$ cat src/rtl/fseq_pkg.sv
package fseq_pkg;

  localparam int NCOL = 3;

  typedef enum logic [1:0] {
    COL_R    = 2'b00,
    COL_G    = 2'b01,
    COL_B    = 2'b10,
    COL_DARK = 2'b11
  } col_e;

  function automatic logic [NCOL-1:0] col_onehot(input col_e c);
    logic [NCOL-1:0] v;
    case (c)
      COL_R:   v = 3'b001;
      COL_G:   v = 3'b010;
      COL_B:   v = 3'b100;
      default: v = 3'b000;
    endcase
    return v;
  endfunction

endpackage

$ cat src/rtl/fseq_table.sv
module fseq_table
  import fseq_pkg::*;
#(
  parameter int DEPTH  = 24,
  parameter int TICK_W = 16,
  parameter int ADDR_W = 5,
  parameter int CNT_W  = 5
) (
  input  logic              clk,
  input  logic              rst_n,
  input  logic              wr_en,
  input  logic [ADDR_W-1:0] wr_addr,
  input  logic [1:0]        wr_color,
  input  logic [TICK_W-1:0] wr_ticks,
  input  logic              cnt_en,
  input  logic [CNT_W-1:0]  cnt_val,
  input  logic [ADDR_W-1:0] rd_idx,
  output col_e              rd_color,
  output logic [TICK_W-1:0] rd_ticks,
  output logic [CNT_W-1:0]  num_valid
);

  logic [1:0]        col_q [DEPTH];
  logic [TICK_W-1:0] tck_q [DEPTH];
  logic [CNT_W-1:0]  cnt_q;

  // one register pair per entry, each with its own write enable
  for (genvar i = 0; i < DEPTH; i++) begin : g_entry
    logic hit;
    assign hit = wr_en && (wr_addr == ADDR_W'(i));

    always_ff @(posedge clk or negedge rst_n) begin
      if (!rst_n) begin
        col_q[i] <= 2'b11;
        tck_q[i] <= '0;
      end else if (hit) begin
        col_q[i] <= wr_color;
        tck_q[i] <= wr_ticks;
      end
    end
  end

  always_ff @(posedge clk or negedge rst_n) begin
    if (!rst_n) begin
      cnt_q <= '0;
    end else if (cnt_en) begin
      cnt_q <= cnt_val;
    end
  end

  // counts beyond the table depth saturate
  always_comb begin
    if (int'(cnt_q) > DEPTH) num_valid = CNT_W'(DEPTH);
    else                     num_valid = cnt_q;
  end

  always_comb begin
    rd_color = COL_DARK;
    rd_ticks = '0;
    if (int'(rd_idx) < DEPTH) begin
      rd_color = col_e'(col_q[rd_idx]);
      rd_ticks = tck_q[rd_idx];
    end
  end

endmodule

$ cat src/rtl/fseq_occ.sv
module fseq_occ
  import fseq_pkg::*;
#(
  parameter int CNT_W = 5
) (
  input  logic             clk,
  input  logic             rst_n,
  input  logic             clr,
  input  logic             bump,
  input  col_e             col,
  output logic [CNT_W-1:0] occ
);

  logic [CNT_W-1:0] cnt_q [NCOL];
  logic [CNT_W-1:0] cnt_d [NCOL];
  logic [NCOL-1:0]  cnt_en;

  for (genvar c = 0; c < NCOL; c++) begin : g_col
    logic mine;
    assign mine = bump && (col == col_e'(c));

    always_comb begin
      cnt_en[c] = clr || mine;
      cnt_d[c]  = (clr ? '0 : cnt_q[c]) + (mine ? CNT_W'(1) : CNT_W'(0));
    end

    always_ff @(posedge clk or negedge rst_n) begin
      if (!rst_n) begin
        cnt_q[c] <= '0;
      end else if (cnt_en[c]) begin
        cnt_q[c] <= cnt_d[c];
      end
    end
  end

  // occurrence number the segment now being loaded will carry
  always_comb begin
    occ = '0;
    for (int c = 0; c < NCOL; c++) begin
      if (col == col_e'(c)) occ = cnt_q[c];
    end
    if (clr) occ = '0;
  end

endmodule

$ cat src/rtl/fseq_engine.sv
module fseq_engine
  import fseq_pkg::*;
#(
  parameter int TICK_W = 16,
  parameter int ADDR_W = 5,
  parameter int CNT_W  = 5
) (
  input  logic              clk,
  input  logic              rst_n,
  input  logic              frame_start,
  input  logic [CNT_W-1:0]  num_valid,
  input  col_e              ent_color,
  input  logic [TICK_W-1:0] ent_ticks,
  input  logic [CNT_W-1:0]  ent_occ,
  output logic [ADDR_W-1:0] rd_idx,
  output logic              occ_clr,
  output logic              occ_bump,
  output logic [NCOL-1:0]   led_en,
  output logic              load_req,
  output logic [1:0]        load_color,
  output logic [CNT_W-1:0]  load_index,
  output logic              seq_active,
  output logic              overrun
);

  logic              act_q,  act_d;
  logic [ADDR_W-1:0] idx_q,  idx_d;
  logic [TICK_W-1:0] rem_q,  rem_d;
  logic [NCOL-1:0]   led_q,  led_d;
  logic              lreq_q, lreq_d;
  logic [1:0]        lcol_q, lcol_d;
  logic [CNT_W-1:0]  lidx_q, lidx_d;
  logic              ovr_q,  ovr_d;

  logic go, kill, expire, last, step, done, load;

  always_comb begin
    go     = frame_start && (num_valid != '0);
    kill   = frame_start && (num_valid == '0);
    expire = act_q && (rem_q == '0);
    last   = (int'(idx_q) + 1) >= int'(num_valid);
    step   = expire && !last && !frame_start;
    done   = (expire && last && !frame_start) || kill;
    load   = go || step;
    rd_idx = go ? '0 : idx_q + ADDR_W'(1);

    occ_clr  = go;
    occ_bump = load && (ent_color != COL_DARK);

    act_d  = act_q;
    idx_d  = idx_q;
    rem_d  = rem_q;
    led_d  = led_q;
    lreq_d = 1'b0;
    lcol_d = lcol_q;
    lidx_d = lidx_q;
    ovr_d  = ovr_q || (frame_start && act_q);

    if (load) begin
      act_d  = 1'b1;
      idx_d  = rd_idx;
      rem_d  = (ent_ticks == '0) ? '0 : ent_ticks - TICK_W'(1);
      led_d  = col_onehot(ent_color);
      lreq_d = (ent_color != COL_DARK);
      lcol_d = ent_color;
      lidx_d = ent_occ;
    end else if (done) begin
      act_d = 1'b0;
      led_d = '0;
    end else if (act_q) begin
      rem_d = rem_q - TICK_W'(1);
    end
  end

  always_ff @(posedge clk or negedge rst_n) begin
    if (!rst_n) begin
      act_q  <= 1'b0;
      idx_q  <= '0;
      rem_q  <= '0;
      led_q  <= '0;
      lreq_q <= 1'b0;
      lcol_q <= 2'b00;
      lidx_q <= '0;
      ovr_q  <= 1'b0;
    end else begin
      act_q  <= act_d;
      idx_q  <= idx_d;
      rem_q  <= rem_d;
      led_q  <= led_d;
      lreq_q <= lreq_d;
      lcol_q <= lcol_d;
      lidx_q <= lidx_d;
      ovr_q  <= ovr_d;
    end
  end

  assign led_en     = led_q;
  assign load_req   = lreq_q;
  assign load_color = lcol_q;
  assign load_index = lidx_q;
  assign seq_active = act_q;
  assign overrun    = ovr_q;

endmodule

$ cat src/rtl/fseq_top.sv
module fseq_top
  import fseq_pkg::*;
#(
  parameter int DEPTH  = 24,
  parameter int TICK_W = 16,
  localparam int ADDR_W = $clog2(DEPTH),
  localparam int CNT_W  = $clog2(DEPTH + 1)
) (
  input  logic              clk,
  input  logic              rst_n,
  input  logic              cfg_we,
  input  logic [ADDR_W-1:0] cfg_addr,
  input  logic [1:0]        cfg_color,
  input  logic [TICK_W-1:0] cfg_ticks,
  input  logic              cfg_cnt_we,
  input  logic [CNT_W-1:0]  cfg_cnt,
  input  logic              frame_start,
  output logic [2:0]        led_en,
  output logic              load_req,
  output logic [1:0]        load_color,
  output logic [CNT_W-1:0]  load_index,
  output logic              seq_active,
  output logic              overrun
);

  logic [ADDR_W-1:0] rd_idx;
  col_e              ent_color;
  logic [TICK_W-1:0] ent_ticks;
  logic [CNT_W-1:0]  num_valid;
  logic [CNT_W-1:0]  ent_occ;
  logic              occ_clr;
  logic              occ_bump;

  fseq_table #(
    .DEPTH (DEPTH),
    .TICK_W(TICK_W),
    .ADDR_W(ADDR_W),
    .CNT_W (CNT_W)
  ) u_table (
    .clk      (clk),
    .rst_n    (rst_n),
    .wr_en    (cfg_we),
    .wr_addr  (cfg_addr),
    .wr_color (cfg_color),
    .wr_ticks (cfg_ticks),
    .cnt_en   (cfg_cnt_we),
    .cnt_val  (cfg_cnt),
    .rd_idx   (rd_idx),
    .rd_color (ent_color),
    .rd_ticks (ent_ticks),
    .num_valid(num_valid)
  );

  fseq_occ #(
    .CNT_W(CNT_W)
  ) u_occ (
    .clk  (clk),
    .rst_n(rst_n),
    .clr  (occ_clr),
    .bump (occ_bump),
    .col  (ent_color),
    .occ  (ent_occ)
  );

  fseq_engine #(
    .TICK_W(TICK_W),
    .ADDR_W(ADDR_W),
    .CNT_W (CNT_W)
  ) u_engine (
    .clk        (clk),
    .rst_n      (rst_n),
    .frame_start(frame_start),
    .num_valid  (num_valid),
    .ent_color  (ent_color),
    .ent_ticks  (ent_ticks),
    .ent_occ    (ent_occ),
    .rd_idx     (rd_idx),
    .occ_clr    (occ_clr),
    .occ_bump   (occ_bump),
    .led_en     (led_en),
    .load_req   (load_req),
    .load_color (load_color),
    .load_index (load_index),
    .seq_active (seq_active),
    .overrun    (overrun)
  );

endmodule

$ cat config.mk
export PLATFORM = sky130hd
export DESIGN_NAME = fseq_top
export DESIGN_NICKNAME = d
export VERILOG_FILES = /design/src/rtl/fseq_pkg.sv /design/src/rtl/fseq_table.sv /design/src/rtl/fseq_occ.sv /design/src/rtl/fseq_engine.sv /design/src/rtl/fseq_top.sv
export SDC_FILE = /design/constraint.sdc
export NUM_CORES = 1
export LEC_CHECK = 0
export ABC_AREA = 1
export BUFFER_PORTS_ARGS = -buffer_cell sky130_fd_sc_hd__buf_2
export CORE_MARGIN = 1.5
export CORE_UTILIZATION = 35
export DETAILED_ROUTE_END_ITERATION = 16
export HOLD_SLACK_MARGIN = 0.15
export PLACE_DENSITY = 0.6
export REMOVE_ABC_BUFFERS = 1
export SYNTH_ARGS = -nofsm -noshare
export SYNTH_HDL_FRONTEND = slang
export SYNTH_SLANG_ARGS = --single-unit
$ cat constraint.sdc
create_clock -name clk -period 4.1 [get_ports clk]
set_clock_uncertainty 0.2 [all_clocks]
set_input_delay 0.41 -clock clk [delete_from_list [all_inputs] [get_ports clk]]
set_output_delay 0.41 -clock clk [all_outputs]
set_load 0.02 [all_outputs]
==> run_results.csv, run 1 <==
group,metric,value,unit
global_route,grt_pass1_vias,19600,
sta,tightest_slew,882,ps
yosys,avgSynthCellArea,7.89,um^2
yosys,synthArstFlopShare,100,%
power_and_ir_drop,peakVddDrop,347,uV
critical_path,cp_max_fo,11,
hold_path,worstHoldPathCells,3,
critical_path,crit_path_max_incr_delay,480,ps
hold_path,min-delay-path-class,"in2reg",
global_route,grt.total_usage,21.1,%
cells_and_area,final_common_cell,"nand2_1",
die,fp.dieW,263,um
placed_design,gp_congestion,0.885,
global_route,grt_max_degree,94,
cells_and_area,layout_common_cells,"nand2_1, o21ai_0, nand3_1",
clock_network,cts.sink_count,486,
global_route,antenna_found_initial,0,
clock_network,numCtsBuffers,55,
cells_and_area,nets,3030,
critical_path,cp.arrival,4110,ps
clock_network,cts_tree,"done",
placed_design,dpl.cell_count,3777,
die,start_util,35.4,%
placed_design,dp_slack,191,ps
cells_and_area,fillers,6813,
clock_network,htreeDepth,2,
critical_path,worstPathRequired,4440,ps
clock_network,root_buffer,"clkbuf_16",
die,io_pins,46,
global_route,grt_overflow,0,
die,dieArea,69400,um^2
yosys,ys_types,46,
clock_network,insertion_delay,620,ps
routing,ant_nets,0,
yosys,yosysWarningCount,0,
critical_path,path_common_cell,"nand2_1",
routing,wire_per_inst,18.7,um
global_route,grt_pass1_wl,116000,um
die,row_count,95,
yosys,synthFlopType,"dfrtp_1",
sta,slew_headroom,41.2,%
routing,vias,20500,
yosys,synth-edff-count,0,
critical_path,r2r-start,"u_engine.idx_q[0]",
critical_path,worstRegToRegCells,20,
clock_network,path_clk_slew,60,ps
sta,maxSlewViolCount,0,
cells_and_area,antenna_cells_inserted,0,
power_and_ir_drop,power.density,562,nW/um^2
placed_design,placed_cell_area,24800,um^2
critical_path,reg2reg_to,"u_occ.cnt_q[9]",
cells_and_area,drive_gt1_share,10.3,%
clock_network,clockBufferDepth,3,
sta,rsz0062_at_grt,"false",
hold_path,holdPathEnd,"u_table.tck_q[46]",
sta,setup_ws,337,ps
routing,drc,0,
critical_path,critical-path-slowest-cell,"dfrtp_2",
placed_design,io_buffers,45,
die,die_h,263,um
cells_and_area,instances_no_fill,3900,
hold_path,holdCritStartpoint,"cfg_ticks[14]",
yosys,ys_seq_elements,486,
routing,wirelength,72900,um
cells_and_area,final_area,26800,um^2
critical_path,critPathLaunchType,"register",
cells_and_area,area_delta_synth_final,13.0,%
sta,final.period_utilization,91.8,%
job,drv_cap,0,
routing,vias_per_cell,5.26,
yosys,synth_cells,3009,
sta,hold_viol,0,
critical_path,path_cells,"ha_2 -> ha_1 -> a21boi_0 -> o21a_1 -> o21ai_0 -> nand2_1 -> a21oi_1 -> nand2_1 -> nor2_2 -> nor2_2 -> inv_2 -> nand3_2 -> inv_1 -> ha_1 -> ha_1 -> inv_1 -> nor3_1 -> xnor2_1 -> nand2_1 -> nand2_1",
critical_path,worstSetupPathType,"reg2reg",
die,core,67200,um^2
critical_path,critPathCaptureType,"register",
routing,drt_pass1_iterations,6,
sta,fmax,266,MHz
placed_design,hpwl,42200,um
outcome,status,"completed",
yosys,seq_area_frac_synth,51.5,%
critical_path,ff2ff_setup_slack,340,ps
routing,first_iter_violations,2149,
sta,fin_crit,3760,ps
sta,setup_viol,0,
power_and_ir_drop,leakagePower,12.5,nW
critical_path,cp-startpoint,"u_engine.idx_q[0]",
yosys,syn_area,23700,um^2
[worst max-delay path: cells and delay by family, from the launching register on]
| family | cells | cell delay, ps |
|---|---|---|
| compound gates | 4 | 570 |
| xor+xnor | 1 | 150 |
| fa+ha+maj | 4 | 980 |
| buf+inv | 3 | 370 |
| flops | 1 | 480 |
| simple gates | 8 | 950 |
[state kept, by name (all words and copies together), names as in the netlist]
signal and flops:
u_engine.idx_q 5, u_engine.led_en 3, u_engine.load_color 2, u_engine.load_index 5, u_engine.load_req 1, u_engine.overrun 1, u_engine.rem_q 16, u_engine.seq_active 1
u_occ.cnt_q 15, u_table.cnt_q 5, u_table.col_q 48, u_table.tck_q 384
[timing repair]
action | 4_1_cts | 5_1_grt
buffers inserted | 0 | 5
endpoints found under the setup margin | 0 | 9
hold buffers | 16 | 0
gates resized for setup | 0 | 4
hold endpoints to repair | 93 | 0
[per-layer routing]
layer  track usage [%]  vias up  part of all wire [%]
li1                  -     9834                     -
met2              32.9      646                    45
met3              2.93      104                   6.3
met1              30.8     9932                    47
met5                 0        -                     0
met4              5.08        0                   2.1
[area by class of cell]
cell class                 instances  area, um^2  share of cell area [%]
sequential                       486       12200                    45.6
clock inverter                    17         194                   0.723
inverter                         119         455                    1.70
timing repair buffer             137        1180                    4.39
multi-input combinational       2183       10100                    37.5
clock buffer                      85        1610                    6.00
tap                              873        1090                    4.07
[where the power goes]
group	total [W]	switching (W)	internal [W]
combinational	0.00383	0.00251	0.00132
sequential	0.00630	0.000523	0.00578
clock	0.00494	0.00205	0.00289
total	0.0151	0.00509	0.00998
[worst max path at each step]
stage / end
global route: u_occ.cnt_q[4]
detailed placement: u_engine.rem_q[9]
global placement: u_engine.rem_q[9]
finish: u_occ.cnt_q[9]
floorplan: u_occ.cnt_q[9]
CTS: u_engine.rem_q[9]
[logic make-up after synthesis]
family	after synthesis	synth area share, %
adder cells (fa/ha/maj)	15	0.790
multiplexers	1	0.0474
AND/OR/NAND/NOR	1600	28.6
buffers and inverters	340	6.22
flip-flops	486	51.5
XOR/XNOR	19	0.701
AO/OA/AOI/OAI	548	12.1
[stage by stage]
step	total power [W]	setup TNS, ps	hold slack [ps]	util, %
floorplan	0.00880	-57690	-85.6	-
global placement	0.0101	0	264	36.9
detailed placement	0.0101	0	269	36.9
CTS	0.0151	0	189	39.9
global route	0.0160	0	249	39.9
finish	0.0151	0	204	39.9
[synthesized netlist by cell type (3+ instances only)]
cell | count | area share [%]
nand2_1 | 1023 | 16
xor2_1 | 14 | 0.52
nand3_1 | 452 | 9.5
a21oi_1 | 19 | 0.40
nor2_4 | 5 | 0.24
nand4_1 | 8 | 0.21
nor3_1 | 8 | 0.17
o21ai_0 | 470 | 9.9
buf_1 | 8 | 0.13
nand2_2 | 11 | 0.29
ha_1 | 15 | 0.79
nor2_1 | 57 | 0.90
xnor2_1 | 5 | 0.18
o21ai_1 | 12 | 0.25
o211ai_1 | 19 | 0.60
clkbuf_1 | 134 | 2.1
buf_2 | 54 | 1.1
o2111ai_1 | 11 | 0.41
nand3_2 | 4 | 0.17
dfrtp_1 | 438 | 46
buf_4 | 15 | 0.47
or2_0 | 7 | 0.18
inv_2 | 13 | 0.21
a21boi_0 | 4 | 0.13
or2_2 | 9 | 0.24
nor2_2 | 5 | 0.13
inv_1 | 104 | 1.6
buf_6 | 10 | 0.47
dfstp_2 | 48 | 5.3
nand2_4 | 3 | 0.14
Note: power is estimated with default switching activity, not from simulation.
==> run 2: changes to the inputs <==
Settings changed: SYNTH_HIERARCHICAL set to 1.
==> run_results.csv, run 2 <==
group,metric,value,unit
die,fp.dieW,265,um
yosys,synth_largest_area_cell,"dfrtp_1",
routing,wirelength,70500,um
yosys,ys_top_cells_by_count,"nand2_1, dfrtp_1, o21ai_0",
cells_and_area,largest_register,"u_table/tck_q",
clock_network,htreeDepth,2,
cells_and_area,postLayoutCoreUtil,42.5,%
global_route,antenna_found_initial,1,
routing,first_iter_violations,1822,
global_route,grt_max_degree,102,
yosys,avgSynthCellArea,7.84,um^2
critical_path,path_common_cell,"nand2_1",
die,row_count,95,
critical_path,worstPathRequired,4390,ps
cells_and_area,largest_register_ff_count,384,
critical_path,critPathBufInv,8,
yosys,ys_seq_elements,486,
yosys,synthArstFlopShare,100,%
cells_and_area,reg_top3,"u_table/tck_q x384, u_table/col_q x48, u_engine/rem_q x16",
critical_path,worstRegToRegCells,30,
yosys,seq_area_frac_synth,51.0,%
yosys,synth.most_common_cell,"nand2_1",
die,io_pins,46,
cells_and_area,nets,3150,
placed_design,gp_congestion,0.834,
job,drv_cap,0,
critical_path,ff2ff_setup_slack,260,ps
cells_and_area,drive_gt1_share,17.1,%
sta,fmax,261,MHz
critical_path,cp_top_family,"simple AND/OR/NAND/NOR gates",
critical_path,r2r-start,"u_table/cnt_q[0]",
die,dieArea,70000,um^2
sta,maxSlewViolCount,0,
sta,slew_headroom,26.4,%
critical_path,critPathCaptureType,"register",
placed_design,placed_cell_area,25300,um^2
die,core,67400,um^2
clock_network,cts_tree,"done",
yosys,ys_types,42,
critical_path,reg2reg_to,"u_engine/rem_q[7]",
yosys,synth-edff-count,0,
sta,setup_viol,0,
outcome,status,"completed",
critical_path,critical-path-slowest-cell,"dfrtp_1",
die,start_util,35.5,%
power_and_ir_drop,leakagePower,13.4,nW
cells_and_area,layout_common_cells,"nand2_1, dfrtp_1, o21ai_0",
yosys,yosysWarningCount,6,
cells_and_area,final_common_cell,"nand2_1",
hold_path,min-delay-path-class,"in2async",
power_and_ir_drop,peakVddDrop,388,uV
yosys,netlist.area_leader.share,45.8,%
power_and_ir_drop,power.density,594,nW/um^2
sta,tightest_slew,1100,ps
clock_network,root_buffer,"clkbuf_16",
yosys,synth_cells,3057,
critical_path,critPathLaunchType,"register",
cells_and_area,antenna_cells_inserted,0,
power_and_ir_drop,power,0.0170,W
routing,wire_per_inst,17.5,um
routing,ant_nets,0,
yosys,synthFlopType,"dfrtp_1",
critical_path,cp_max_fo,9,
global_route,grt_pass1_vias,19500,
cells_and_area,final_area,28700,um^2
critical_path,crit_path_max_incr_delay,340,ps
routing,vias_per_cell,5.10,
sta,final.period_utilization,93.6,%
sta,fin_crit,3840,ps
critical_path,cp.arrival,4130,ps
placed_design,io_buffers,45,
clock_network,insertion_delay,610,ps
clock_network,numCtsBuffers,54,
sta,hold_viol,0,
cells_and_area,area_delta_synth_final,19.6,%
clock_network,cts.sink_count,486,
yosys,synthTopCellsByArea,"dfrtp_1, nand2_1, o21ai_0",
global_route,grt_overflow,0,
routing,drt_pass1_iterations,6,
clock_network,clockBufferDepth,3,
critical_path,worstSetupPathType,"reg2reg",
cells_and_area,fillers,6744,
clock_network,path_clk_slew,60,ps
routing,drc,0,
global_route,grt_pass1_wl,109000,um
die,die_h,265,um
yosys,syn_area,24000,um^2
global_route,grt.total_usage,19.3,%
placed_design,hpwl,40700,um
routing,vias,20500,
[run 2: changes by cell type after synthesis, sizes merged, moves of 6 or more]
| cell | change |
|---|---|
| nand2 | +146 |
| buf | +23 |
| o221ai | +16 |
| nand3 | -191 |
| clkbuf | -34 |
| inv | +7 |
| nor2 | +98 |
| or2 | -15 |
| o2111ai | -11 |
| o21ai | +36 |
| a21boi | -6 |
| a21oi | -16 |
[run 2: cell type report]
class | count | area, um^2 | area share (%)
Multi-Input combinational cell | 2234 | 10700 | 37.2
Timing Repair Buffer | 198 | 2150 | 7.51
Clock inverter | 22 | 294 | 1.03
Inverter | 127 | 562 | 1.96
Tap cell | 873 | 1090 | 3.81
Sequential cell | 486 | 12200 | 42.6
Timing Repair inverter | 3 | 28.8 | 0.100
Clock buffer | 78 | 1640 | 5.71
[run 2: routing by layer]
layer	up-vias	wire length (um)	global-route usage [%]
met2	582	32600	31.5
met4	2	1530	5.19
met5	-	13	0
li1	10000	-	-
met3	81	4260	2.80
met1	9825	32000	26.9
[run 2: what timing repair did]
item	in CTS	in global routing
endpoints found under the setup margin	22	30
gates cloned	0	20
hold endpoints to repair	84	0
pin swaps	0	33
hold buffers	17	0
resized for setup	3	181
buffers inserted	0	17
[run 2: worst register-to-register path: cells and delay by family, from the launching register on]
family,cells,cell delay [ps]
buffers and inverters,8,900
AOI/OAI and AO/OA,1,310
and+or+nand+nor,21,1990
DFF,1,340
[run 2: kinds of logic (layout without fill, tap and decap cells)]
group	after synthesis	after routing	synth area share, %
AO/OA/AOI/OAI	565	565	12.9
XOR/XNOR	19	19	0.695
adder cells (fa/ha/maj)	13	13	0.679
buffers and inverters	337	428	6.29
flip-flops	486	486	51.0
AND/OR/NAND/NOR	1637	1637	28.4
[run 2: worst max-delay path by stage]
| stage | start | to | slack (ps) | cells past startpoint |
|---|---|---|---|---|
| floorplan | u_table/cnt_q[0] | u_occ/cnt_q[2] | -5650 | 28 |
| global placement | u_table/cnt_q[4] | u_engine/rem_q[10] | -1 | 29 |
| detailed placement | u_table/cnt_q[4] | u_occ/cnt_q[9] | -90 | 28 |
| CTS | u_table/cnt_q[4] | u_engine/rem_q[15] | 0.7 | 30 |
| global route | u_table/cnt_q[0] | u_engine/rem_q[14] | -80 | 30 |
| finish | u_table/cnt_q[0] | u_engine/rem_q[7] | 260 | 30 |
[run 2: metrics by stage]
step	hold WS, ps	worst slack (ps)	instances	setup TNS [ps]
after floorplan	-85.6	-5650	2847	-220380
after global placement	236	-1.08	3867	-1.08
after detailed placement	243	-89.0	3867	-1030
after CTS	240	0.659	3984	0
after global routing	282	-76.3	4021	-300
final	192	264	4021	0
[run 2: report_power, final]
| group | total, W | internal (W) | switching [W] |
|---|---|---|---|
| Combinational | 0.00545 | 0.00222 | 0.00322 |
| Clock | 0.00522 | 0.00320 | 0.00203 |
| Sequential | 0.00635 | 0.00580 | 0.000551 |
==> run 3: changes to the inputs <==
Clock period 4.1 ns to 4.48 ns, I/O delays scaled along.
==> run_results.csv, run 3 (synthesized netlist as in run 2, its figures left out) <==
group,metric,value,unit
outcome,status,"completed",
global_route,grt_use_met2,30.9,%
cells_and_area,drive_gt1_share,11.6,%
cells_and_area,instances_no_fill,3927,
critical_path,worstSetupPathType,"reg2reg",
critical_path,critical-path-slowest-cell,"dfrtp_1",
placed_design,dpl.cell_count,3806,
sta,setup_ws,333,ps
global_route,use_met1,27.4,%
global_route,grt_max_degree,105,
placed_design,io_buffers,45,
critical_path,r2r-start,"u_table/cnt_q[4]",
power_and_ir_drop,clkPwrFrac,30.7,%
global_route,grt_pass1_wl,108000,um
sta,whs,249,ps
hold_path,holdCritStartpoint,"u_engine/overrun",
critical_path,cp_max_fo,46,
clock_network,htreeDepth,2,
routing,wire_per_inst,17.1,um
sta,slew_headroom,28.3,%
cells_and_area,largest_register,"u_table/tck_q",
sta,fin_setup_tns,0,ps
power_and_ir_drop,peakVddDrop,283,uV
cells_and_area,reg_top3,"u_table/tck_q x384, u_table/col_q x48, u_engine/rem_q x16",
power_and_ir_drop,seqPwrFrac,40.8,%
clock_network,numCtsBuffers,54,
sta,maxSlewViolCount,0,
routing,first_iter_violations,1737,
cells_and_area,final_common_cell,"nand2_1",
clock_network,cts_tree,"done",
global_route,met3_usage,2.62,%
cells_and_area,area_delta_synth_final,12.2,%
sta,hold_viol,0,
global_route,grt_overflow,0,
power_and_ir_drop,p_int,0.00932,W
hold_path,worstHoldPathCells,1,
critical_path,crit_path_max_incr_delay,350,ps
die,row_count,95,
sta,fmax,241,MHz
die,dieArea,70000,um^2
placed_design,dp_slack,137,ps
power_and_ir_drop,p_sw,0.00493,W
sta,setup_viol,0,
critical_path,path_common_cell,"nand2_1",
clock_network,root_buffer,"clkbuf_16",
power_and_ir_drop,sw_frac_of_total,34.6,%
cells_and_area,nets,3058,
cells_and_area,antenna_cells_inserted,0,
critical_path,critPathLaunchType,"register",
die,fp.dieW,265,um
routing,wirelength,67100,um
power_and_ir_drop,leakagePower,12.7,nW
cells_and_area,largest_register_ff_count,384,
routing,vias,19900,
critical_path,cp.arrival,4480,ps
routing,vias_per_cell,5.08,
cells_and_area,layout_common_cells,"nand2_1, dfrtp_1, o21ai_0",
global_route,grt_pass1_vias,19100,
routing,ant_nets,0,
placed_design,gp_congestion,0.822,
die,io_pins,46,
clock_network,cts.sink_count,486,
routing,drc,0,
job,drv_cap,0,
clock_network,insertion_delay,610,ps
placed_design,hpwl,39300,um
critical_path,cp-startpoint,"u_table/cnt_q[4]",
critical_path,worstRegToRegCells,29,
global_route,top_usage_layer,"met2",
die,start_util,35.5,%
critical_path,worstPathRequired,4820,ps
sta,fin_crit,4150,ps
clock_network,clockBufferDepth,3,
sta,tightest_slew,1070,ps
clock_network,path_clk_slew,60,ps
global_route,antenna_found_initial,2,
die,core,67400,um^2
power_and_ir_drop,p_comb_share,28.5,%
routing,drt_pass1_iterations,8,
critical_path,critPathCaptureType,"register",
global_route,grt.total_usage,19.2,%
sta,final.period_utilization,92.6,%
die,die_h,265,um
hold_path,min-delay-path-class,"reg2reg",
power_and_ir_drop,power.density,530,nW/um^2
run 3: cell count changes in the layout (fill, tap and decap cells not counted), sizes merged:
cell / previous run / this run
clkinvlp: 2 / 1
inv: 125 / 124
clkbuf: 94 / 83
bufinv: 7 / 2
buf: 165 / 89
run 3: per-layer routing:
metal | vias up | share of wire [%] | wire length [um]
met2 | 475 | 46 | 30600
li1 | 9792 | - | -
met4 | 2 | 2.0 | 1330
met1 | 9570 | 47 | 31700
met3 | 94 | 5.3 | 3560
met5 | - | 0.019 | 13
run 3: through the flow:
| step | instance area [um^2] | total power (W) | utilization (%) |
|---|---|---|---|
| 2_1_floorplan | 22900 | 0.00852 | - |
| 3_3_place_gp | 24800 | 0.00977 | 36.8 |
| 3_5_place_dp | 24800 | 0.00981 | 36.8 |
| 4_1_cts | 26700 | 0.0143 | 39.7 |
| 5_1_grt | 26900 | 0.0152 | 39.9 |
| 6_report | 26900 | 0.0143 | 39.9 |
run 3: final timing paths:
path                       slack, ps                 end
max                              330   u_engine/rem_q[1]
min                              250    u_engine/overrun
min in group asynchronous        270  u_table/tck_q[157]
min reg2reg                      250    u_engine/overrun
max reg2reg                      330   u_engine/rem_q[1]
max in group asynchronous       2710  u_table/tck_q[286]
run 3: timing repair:
item | in CTS | in global routing
endpoints found under the setup margin | 0 | 25
gates resized for setup | 0 | 27
endpoints found under the hold margin | 83 | 0
buffers inserted | 0 | 3
hold buffers | 17 | 0
run 3: power groups by stage:
| stage | sequential [W] | clock, W | combinational, W |
|---|---|---|---|
| 2_1_floorplan | 0.00577 | 0 | 0.00275 |
| 5_1_grt | 0.00592 | 0.00467 | 0.00462 |
| 3_5_place_dp | 0.00587 | 0 | 0.00394 |
| 4_1_cts | 0.00580 | 0.00449 | 0.00397 |
| 3_3_place_gp | 0.00586 | 0 | 0.00391 |
| 6_report | 0.00581 | 0.00438 | 0.00406 |
run 3: critical path: cells and delay by family (launching register included):
family / cells / cell delay (ps)
DFF: 1 / 350
AOI/OAI and AO/OA: 1 / 330
and+or+nand+nor: 21 / 2240
adders and majority gates: 1 / 240
buffers and inverters: 6 / 690
run 3: layout make-up:
type | count | area, um^2
fillers | 6966 | 40500
flip-flops and latches | 486 | 12200
multi-input cells | 2234 | 10300
clock buffers | 81 | 1590
well taps | 873 | 1090
repair buffers | 108 | 1050
inverters | 127 | 517
clock inverters | 17 | 143
repair inverters | 1 | 8.76
